### src/rtl/mlane_deser_pkg.sv
package mlane_deser_pkg;

  localparam int MAX_LANES = 4;

  typedef enum logic [1:0] {
    LM_ONE   = 2'b00,
    LM_TWO   = 2'b01,
    LM_FOUR  = 2'b10,
    LM_FOURX = 2'b11
  } lane_mode_e;

  typedef enum logic {
    ST_SEEK = 1'b0,
    ST_LOCK = 1'b1
  } align_state_e;

endpackage

### src/rtl/mlane_shift.sv
module mlane_shift
  import mlane_deser_pkg::*;
#(
  parameter int PAYLOAD_W = 24
) (
  input  logic                 clk,
  input  logic                 rst_n,
  input  logic                 clr,
  input  logic [1:0]           lane_mode,
  input  logic [MAX_LANES-1:0] lane_in,
  output logic [PAYLOAD_W-1:0] sr_next
);

  logic [PAYLOAD_W-1:0] sr_q;
  logic [PAYLOAD_W-1:0] shifted;

  // lane 0 lands in the most significant position of each group
  always_comb begin
    unique case (lane_mode)
      LM_ONE:  shifted = {sr_q[PAYLOAD_W-2:0], lane_in[0]};
      LM_TWO:  shifted = {sr_q[PAYLOAD_W-3:0], lane_in[0], lane_in[1]};
      default: shifted = {sr_q[PAYLOAD_W-5:0], lane_in[0], lane_in[1],
                          lane_in[2], lane_in[3]};
    endcase
    sr_next = clr ? '0 : shifted;
  end

  always_ff @(posedge clk or negedge rst_n) begin
    if (!rst_n) sr_q <= '0;
    else        sr_q <= sr_next;
  end

endmodule

### src/rtl/mlane_align.sv
module mlane_align
  import mlane_deser_pkg::*;
#(
  parameter int                   PAYLOAD_W = 24,
  parameter logic [PAYLOAD_W-1:0] SYNC_WORD = 24'hB4E1D2
) (
  input  logic                 clk,
  input  logic                 rst_n,
  input  logic                 clr,
  input  logic [1:0]           lane_mode,
  input  logic [PAYLOAD_W-1:0] sr_next,
  output logic                 word_done,
  output logic                 word_is_sync
);

  localparam int CNT_W = $clog2(PAYLOAD_W);

  align_state_e     state_q, state_d;
  logic [CNT_W-1:0] cnt_q, cnt_d;
  logic [CNT_W-1:0] last_beat;
  logic             match;

  always_comb begin
    unique case (lane_mode)
      LM_ONE:  last_beat = CNT_W'(PAYLOAD_W - 1);
      LM_TWO:  last_beat = CNT_W'(PAYLOAD_W / 2 - 1);
      default: last_beat = CNT_W'(PAYLOAD_W / 4 - 1);
    endcase
  end

  assign match = (sr_next == SYNC_WORD);

  always_comb begin
    state_d   = state_q;
    cnt_d     = cnt_q;
    word_done = 1'b0;
    if (clr) begin
      state_d = ST_SEEK;
      cnt_d   = '0;
    end else begin
      unique case (state_q)
        ST_SEEK: begin
          if (match) begin
            state_d   = ST_LOCK;
            cnt_d     = '0;
            word_done = 1'b1;
          end
        end
        default: begin
          if (cnt_q == last_beat) begin
            cnt_d     = '0;
            word_done = 1'b1;
          end else begin
            cnt_d = cnt_q + 1'b1;
          end
        end
      endcase
    end
  end

  assign word_is_sync = word_done && match;

  always_ff @(posedge clk or negedge rst_n) begin
    if (!rst_n) begin
      state_q <= ST_SEEK;
      cnt_q   <= '0;
    end else begin
      state_q <= state_d;
      cnt_q   <= cnt_d;
    end
  end

endmodule

### src/rtl/mlane_word_deser.sv
module mlane_word_deser
  import mlane_deser_pkg::*;
#(
  parameter int                   PAYLOAD_W = 24,
  parameter int                   ID_W      = 4,
  parameter logic [PAYLOAD_W-1:0] SYNC_WORD = 24'hB4E1D2
) (
  input  logic                      clk,
  input  logic                      rst_n,
  input  logic [1:0]                lane_mode,
  input  logic [MAX_LANES-1:0]      lane_in,
  input  logic [ID_W-1:0]           chip_id,
  output logic [ID_W+PAYLOAD_W-1:0] word_out,
  output logic                      word_valid,
  output logic                      word_sync
);

  localparam int OUT_W = ID_W + PAYLOAD_W;

  logic [1:0]           mode_q;
  logic                 clr;
  logic [PAYLOAD_W-1:0] sr_next;
  logic                 word_done;
  logic                 word_is_sync;
  logic                 ld_en;
  logic [OUT_W-1:0]     word_d;

  assign clr    = (lane_mode != mode_q);
  assign ld_en  = word_done;
  assign word_d = {chip_id, sr_next};

  mlane_shift #(.PAYLOAD_W(PAYLOAD_W)) u_shift (
    .clk       (clk),
    .rst_n     (rst_n),
    .clr       (clr),
    .lane_mode (lane_mode),
    .lane_in   (lane_in),
    .sr_next   (sr_next)
  );

  mlane_align #(.PAYLOAD_W(PAYLOAD_W), .SYNC_WORD(SYNC_WORD)) u_align (
    .clk          (clk),
    .rst_n        (rst_n),
    .clr          (clr),
    .lane_mode    (lane_mode),
    .sr_next      (sr_next),
    .word_done    (word_done),
    .word_is_sync (word_is_sync)
  );

  always_ff @(posedge clk or negedge rst_n) begin
    if (!rst_n) begin
      mode_q     <= LM_ONE;
      word_out   <= '0;
      word_valid <= 1'b0;
      word_sync  <= 1'b0;
    end else begin
      mode_q     <= lane_mode;
      word_valid <= word_done;
      word_sync  <= word_is_sync;
      if (ld_en) word_out <= word_d;
    end
  end

endmodule

### config.mk
export PLATFORM = sky130hd
export DESIGN_NAME = mlane_word_deser
export DESIGN_NICKNAME = d
export VERILOG_FILES = /design/src/rtl/mlane_deser_pkg.sv /design/src/rtl/mlane_shift.sv /design/src/rtl/mlane_align.sv /design/src/rtl/mlane_word_deser.sv
export SDC_FILE = /design/constraint.sdc
export NUM_CORES = 1
export LEC_CHECK = 0
export ABC_AREA = 0
export BUFFER_PORTS_ARGS = -buffer_cell sky130_fd_sc_hd__buf_2
export CAP_MARGIN = 20
export CORE_UTILIZATION = 59
export CTS_BUF_LIST = sky130_fd_sc_hd__clkbuf_16
export CTS_CLUSTER_SIZE = 16
export DETAILED_ROUTE_END_ITERATION = 8
export GPL_TIMING_DRIVEN = 0
export PLACE_DENSITY = 0.86
export SYNTH_ARGS = -nofsm -noshare
export SYNTH_HDL_FRONTEND = slang
export SYNTH_SLANG_ARGS = --single-unit
### constraint.sdc
create_clock -name clk -period 2.94 [get_ports clk]
set_clock_uncertainty 0.1 [all_clocks]
set_input_delay 0.441 -clock clk [delete_from_list [all_inputs] [get_ports clk]]
set_output_delay 0.441 -clock clk [all_outputs]
set_load 0.01 [all_outputs]
-- Word level (Yosys, flattened, before mapping)
Cells that the tools add are included.
- bits in registers: 61
- input port bits: 12
- output and inout port bits: 30
- logic and storage cells: 28
- $add $sub $neg: 1
- eq/ne operators: 4
- mux-type cells: 13
- reduce and logical (&&, ||, !) cells: 3
- operator list (kind ; number):
    $pmux W24 S2 ; 1
    $eq A24 B24 Y1 const B ; 1
    $mux W24 ; 1
    $mux W5 ; 4
    $pmux W5 S2 ; 1
    $mux W1 ; 6
    $add A5 B1 Y5 const B ; 1
    $eq A5 B5 Y1 ; 1
    $reduce_bool A3 Y1 ; 1
    $eq A2 B1 Y1 const B ; 1
    $logic_not A2 Y1 ; 1
    $ne A2 B2 Y1 ; 1
    $logic_and A1 B1 Y1 ; 1

-- Longest topological paths before layout
Gate-level depths: netlist of the first run.
- depth in word-level cells: 8
- gate-level depth with buffers: 12
- depth with buffers taken out: 6

-- Modules after synthesis
A second synthesis of the first run with hierarchy kept.
- cells, all modules: 225
- area total of the unflattened synthesis: 3140.5 um^2
- by module, submodules not included (module ; instances ; cells an instance ; area each (um^2) ; sequential area each (um^2)):
    mlane_shift ; 1 ; 105 ; 1355.0 ; 575.6
    mlane_word_deser ; 1 ; 66 ; 1263.7 ; 800.8
    mlane_align ; 1 ; 54 ; 521.8 ; 150.1

-- Worst setup path after synthesis of the first run
OpenSTA, ideal clock, no wires.
- path kind: input to register
- start point: input lane_mode[0]
- end point: register word_out[21]
- library setup time: 128 ps
- data arrival time: 2174 ps
- data required time: 2712 ps
- setup slack: 538 ps
- stages: 11
- buffers on the path: 5
- path through: buf_6 -> buf_6 -> buf_6 -> nor4b_2 -> o211ai_1 -> a221oi_2 -> and2_1 -> buf_4 -> buf_6 -> o221a_2 -> o211ai_2
- word-level cells in the longest chain between the ends: 7
- elaborated cells between the ends (all ways): 12
- those cells by class: eq/ne: 4; mux: 7; reduce/logical: 1
- RTL lines (what ; RTL line ; RTL):
    start: declaration ; mlane_word_deser.sv:10 ; input logic [1:0] lane_mode,
    $eq A2 B1 Y1 / $logic_not A2 Y1 (equally long branches) ; mlane_shift.sv:19, mlane_align.sv:24 ;
    $pmux W24 S2 ; mlane_shift.sv:19 ; unique case (lane_mode)
    $mux W24 ; mlane_shift.sv:25 ; sr_next = clr ? '0 : shifted;
    $eq A24 B24 Y1 ; mlane_align.sv:31 ; assign match = (sr_next == SYNC_WORD);
    $mux W1 ; mlane_align.sv:43 ; if (match) begin
    $mux W1 ; mlane_align.sv:41 ; unique case (state_q)
    $mux W1 ; mlane_align.sv:37 ; if (clr) begin
    end signal: assignment ; mlane_word_deser.sv:61 ; if (ld_en) word_out <= word_d;
    end: declaration ; mlane_word_deser.sv:13 ; output logic [ID_W+PAYLOAD_W-1:0] word_out,
Parallel ways exist; a longest one is shown, timed or not.
A chain may end at the register's enable or synchronous reset.

-- Worst setup path in the final report of the first run
- start point: register u_align.state_q
- end point: register word_out[8]
- word-level cells in the longest chain between the ends: 2
- RTL lines (what ; RTL line ; RTL):
    start: declaration ; mlane_align.sv:18 ; align_state_e state_q, state_d;
    start signal: assignment ; mlane_align.sv:68 ; state_q <= state_d;
    $mux W1 ; mlane_align.sv:41 ;
    $mux W1 ; mlane_align.sv:37 ;
No other way between the ends.

==> metrics.txt, run 1 <==
reg2reg setup slack 170 ps; CTS tree done; Slew Viols, Final 0; EDFF count, synth 0; I/O Buffers 41; Routed Antenna Nets 0; Final Util 72.6%; Slew HR 47.7%; top cells by area, synth dfrtp_1 (40%), mux2i_1 (5.3%), nand2_1 (5.0%); hold_ws 146 ps; fmax 362 MHz; cts bufs inserted 9; Crit-path slowest cell a31oi_2; initial antenna violation count 0; # IOs 42; syn avg cell area 9.51 µm²; first-pass GRT wire length 17.9 mm; Worst Setup Start Kind register; grt ovf 0; slowest stage delay, CP 470 ps; Worst Path Buf+Inv 3; root buf cell clkbuf_16; Routed wire per std cell 20.7 µm; Clock power frac 46.3%; die area 6790 µm²; Via density 7.00; period utilisation layout 94.0%; Final min period 2770 ps; hold path depth 1; commonest non-fill, non-tap cell in the layout dfrtp_1; worst path cell trace clkbuf_1 -> inv_1 -> a31oi_2 -> nand2b_1 -> clkbuf_1 -> o221a_2 -> o211ai_1; Synth cell types 60; cell count after synthesis 401; Hold/Removal Path Class input port to register; Synth Flop Type dfrtp_1; Hold EP mode_q[0]; CP arrival 2860 ps; Sw Ratio 26.2%; HPWL Detailed 7.71 mm; Hold Crit Start lane_mode[0]; Clk pin slew, worst setup/hold paths 50 ps; max_cap viols 0; Area Overhead vs Synth 15.5%; top cell type's share of synthesized area 40.0%; largest net degree at the start of global routing 42; GRT Total Usage 35.8%; vias 3,744; status finished, final reports clean; area leader, netlist dfrtp_1; vias in the first global route 3,628; register area share after synthesis 40.0%; share of layout cells above drive strength 1 26.3%; worst-path fanout max 10; worst reg2reg endpoint word_out[8]; routed wire length 11.1 mm; DRT Pass-1 Iters 5; Setup Viol. Count Final 0; Worst Path Required 3040 ps; IR drop worst, VDD 0.317 mV; Net count, final 469; Internal 1.47 mW; Crit Path Category register to register; final hold vios 0; Syn. warnings 0; R2R depth 7; Core Area 6060 µm²; met3 GRT Util 9.34%; setup tns final 0 ps; synthesized netlist net count 414; unrepaired setup endpoints after global routing false; GP Congestion 0.970; Cell Rows 28; busiest grt layer met2; Die Width 82.4 µm; Initial DRC Count 488; most used cell, CP clkbuf_1; diode count 0; asr flop ratio synth 100%; DRC 0; Skew-Pair Late Insertion Delay 330 ps; pwr dens 451 nW/µm²; Logic pwr share 10.5%; synthesized area 3810 µm²; LEAKAGE 1.96 nW; Starting Density 62.9%; worst slew pin tran 782 ps; CTS H-tree depth 3; M1 GR Usage 46.6%; CP delay by family, top buffers and inverters; Seq cells post-synth 61; Net Switching 519 µW; worst reg2reg path startpoint u_align.state_q; CP endpoint kind register; grt met2 use 56.4%; Die Y 82.4 µm; share of power burned in registers 43.2%; clk buf depth 2; most frequent cells in the layout dfrtp_1 (61), buf_2 (54), nand2_1 (51); clock sink count 61
==> power groups by stage <==
stage / Clock [mW] / Combinational, mW / Sequential [mW]
6_report: 0.918 / 0.209 / 0.858
5_1_grt: 0.951 / 0.223 / 0.858
4_1_cts: 0.922 / 0.201 / 0.857
3_5_place_dp: 0 / 0.199 / 0.872
3_3_place_gp: 0 / 0.191 / 0.871
2_1_floorplan: 0 / 0.126 / 0.869
==> layout make-up <==
type,count,area [µm²]
fillers,457,1660
plain buffers,38,234
flip-flops and latches,61,1530
multi-input cells,298,2040
clock buffers,9,225
repair buffers,44,239
clock inverters,6,25.0
well taps,75,93.8
inverters,4,15.0
==> stage by stage <==
stage / area [µm²] / worst slack [ps] / cells / power (mW)
floorplan: 3810 / 538 / 401 / 0.994
CTS: 4400 / 214 / 535 / 1.98
global placement: 4110 / -61.7 / 517 / 1.06
detailed placement: 4140 / -125 / 519 / 1.07
finish: 4400 / 175 / 535 / 1.98
global route: 4400 / 33.7 / 535 / 2.03
==> worst max path at each step <==
stage,depth (start not counted),from,end,slack (ps)
final,7,u_align.state_q,word_out[8],170
after global routing,7,u_align.state_q,word_out[15],30
after CTS,9,lane_mode[0],word_out[16],210
after detailed placement,9,lane_mode[0],word_out[16],-130
after global placement,9,lane_mode[0],word_out[16],-60
after floorplan,11,lane_mode[0],word_out[21],540
==> cell families (layout without fill, tap and decap cells) <==
family | count (synthesis) | in the layout | share of synthesized area [%]
simple gates | 154 | 154 | 21.3
compound gates | 101 | 101 | 20.4
flops | 61 | 61 | 40.0
buf+inv | 42 | 101 | 6.53
mux | 36 | 36 | 9.98
xor+xnor | 6 | 6 | 1.38
fa+ha+maj | 1 | 1 | 0.328
==> cells in the mapped netlist, drive strengths merged (2+ instances only) <==
cell and count:
a21o 2, mux2 16, and4bb 2, and3 2, nand2b 3, clkbuf 12
a221oi 5, nor3 8, nor3b 2, and4 2, mux2i 20, xnor2 2
a221o 2, a41oi 10, nand4 14, nor2 19, a21oi 19, buf 26
nand3 17, a21bo 4, a31o 2, o311ai 2, dfrtp 61, nand2 51
nor2b 10, o211ai 20, inv 4, o21ai 17, a2111oi 3, xor2 4
nor4 9, nor4b 3, and2 5, o221a 10
==> registers in the layout, summed over array words and instances (netlist names) <==
signal	cells
u_align.state_q	1
mode_q	2
word_out	28
u_align.cnt_q	5
word_valid	1
word_sync	1
u_shift.sr_q	23
==> metal layers <==
layer / vias to the layer above / share of wire, %
met5: - / 0
met4: 0 / 2.2
met3: 40 / 11
met2: 290 / 48
met1: 1789 / 39
li1: 1625 / -
==> timing repair <==
item | in CTS | in global routing
hold endpoints to repair | 20 | 0
setup buffers | 0 | 0
resized for setup | 0 | 1
endpoints found under the setup margin | 0 | 8
hold buffers | 1 | 0
Power figures use the tool's default switching activity.
==> inputs of run 2 (changes only) <==
Settings changed: BUFFER_PORTS_ARGS -buffer_cell sky130_fd_sc_hd__buf_2 to -buffer_cell sky130_fd_sc_hd__buf_4, CORE_ASPECT_RATIO from default to 0.7.
==> run 2 against run 1 <==
  * Total power up 9.3%
  * Count of clock-buffer cells in the layout is the same
  * Clock power grew 20%
  * Core utilization decreased by 0.11 points
==> metrics.txt, run 2 (synthesized netlist as in run 1, its figures left out) <==
# IOs 42; max reg flops 28; Crit-path slowest cell a31oi_2; unrepaired setup endpoints after global routing false; I/O Buffers 41; Worst Path Required 3050 ps; vias 3,599; vias in the first global route 3,515; period utilisation layout 92.6%; worst reg2reg endpoint word_out[21]; Die Y 69.3 µm; pwr dens 479 nW/µm²; CP arrival 2840 ps; first-pass GRT wire length 18.1 mm; Starting Density 61.0%; Final min period 2720 ps; max_cap viols 0; hold_ws 85.7 ps; clock sink count 61; CP endpoint kind register; die area 6790 µm²; DRC 0; Setup Viol. Count Final 0; hold_buf cts 0; root buf cell clkbuf_16; multi-input logic area 2040 µm²; initial antenna violation count 0; Net count, final 467; slowest stage delay, CP 460 ps; Crit Path Category register to register; DRT Pass-1 Iters 5; Reg with most FFs word_out; Resized Gates After CTS 0; Slew Viols, Final 0; CTS H-tree depth 3; fill count 461; HPWL Detailed 7.75 mm; Power Total 2.17 mW; Clk pin slew, worst setup/hold paths 60 ps; IR drop worst, VDD 0.256 mV; Skew-Pair Late Insertion Delay 330 ps; commonest non-fill, non-tap cell in the layout dfrtp_1; share of layout cells above drive strength 1 26.4%; worst-path fanout max 10; final hold vios 0; worst path cell trace clkbuf_1 -> inv_1 -> a31oi_2 -> nand2b_1 -> clkbuf_1 -> o221a_2 -> o211ai_2; worst reg2reg path startpoint u_align.state_q; Die Width 98.1 µm; clk buf depth 2; largest net degree at the start of global routing 62; R2R depth 7; FF/Latch Area 1530 µm²; grt ovf 0; top flop regs word_out (28), u_shift.sr_q (23), u_align.cnt_q (5); most frequent cells in the layout dfrtp_1 (61), nand2_1 (51), buf_4 (46); CTS tree done; Area Overhead vs Synth 18.8%; Slew HR 41.1%; Initial DRC Count 410; Worst Path Buf+Inv 3; fmax 367 MHz; Worst Setup Start Kind register; Via density 6.70; CP delay by family, top buffers and inverters; reg2reg setup slack 220 ps; Post-CTS Setup Repair Bufs 0; cts bufs inserted 9; Routed Antenna Nets 0; Cell Rows 24; most used cell, CP clkbuf_1; diode count 0; GP Congestion 0.959; Hold/Removal Path Class input port to async pin; GRT Total Usage 34.9%; routed wire length 11.3 mm; status finished, final reports clean; worst slew pin tran 881 ps; LEAKAGE 2.01 nW; Routed wire per std cell 21.0 µm; Core Area 6250 µm²
run 2: cell count changes in the layout (fill, tap and decap cells not counted), sizes merged:
cell,change
buf,-1
bufinv,+2
clkinv,-1
clkinvlp,+1
dlygate4sd3,-1
inv,-1
run 2: per-layer routing:
metal  wire length, µm  vias up  global-route usage [%]  share of wire [%]
li1                  -     1621                       -                  -
met1              4800     1749                    47.8                 43
met2              5190      200                    53.4                 46
met3              1090       29                    9.27                9.7
met4               192        0                    13.1                1.7
met5                 0        -                       0                  0
run 2: worst register-to-register path, cell delays in order, from the launching register on:
cell and delay [ps]:
dfrtp_1 320, clkbuf_1 380, inv_1 280, a31oi_2 470, nand2b_1 220, clkbuf_1 440
o221a_2 310, o211ai_2 90
run 2: worst max-delay path by stage:
stage                         start           end  slack (ps)  cells after the start
floorplan              lane_mode[0]  word_out[21]         540                     11
global placement       lane_mode[0]  word_out[16]        -100                      9
detailed placement     lane_mode[0]  word_out[16]        -140                      9
CTS                    lane_mode[0]  word_out[16]         160                      9
global route        u_align.state_q  word_out[21]         130                      7
finish              u_align.state_q  word_out[21]         220                      7
run 2: cell type report:
| type | instances | area share, % |
|---|---|---|
| multi-input cells | 298 | 45.0 |
| flip-flops and latches | 61 | 33.7 |
| repair buffers | 42 | 6.88 |
| plain buffers | 38 | 5.17 |
| clock buffers | 9 | 4.97 |
| well taps | 78 | 2.15 |
| clock inverters | 7 | 1.82 |
| inverters | 4 | 0.331 |
run 2: per-stage QoR:
stage / utilization [%] / setup TNS, ps / setup slack, ps / cell area, µm² / std cells
2_1_floorplan: - / 0 / 538 / 3810 / 401
3_3_place_gp: 67.5 / -1240 / -97.0 / 4220 / 520
3_5_place_dp: 67.6 / -1950 / -145 / 4220 / 521
4_1_cts: 72.5 / 0 / 156 / 4530 / 537
5_1_grt: 72.5 / 0 / 125 / 4530 / 537
6_report: 72.5 / 0 / 218 / 4530 / 537
run 2: report_power, final:
group	switching (mW)	leakage [nW]	internal (mW)	total, mW
combinational	0.143	1.10	0.0666	0.209
sequential	0.00791	0.751	0.849	0.857
clock	0.374	0.153	0.729	1.10
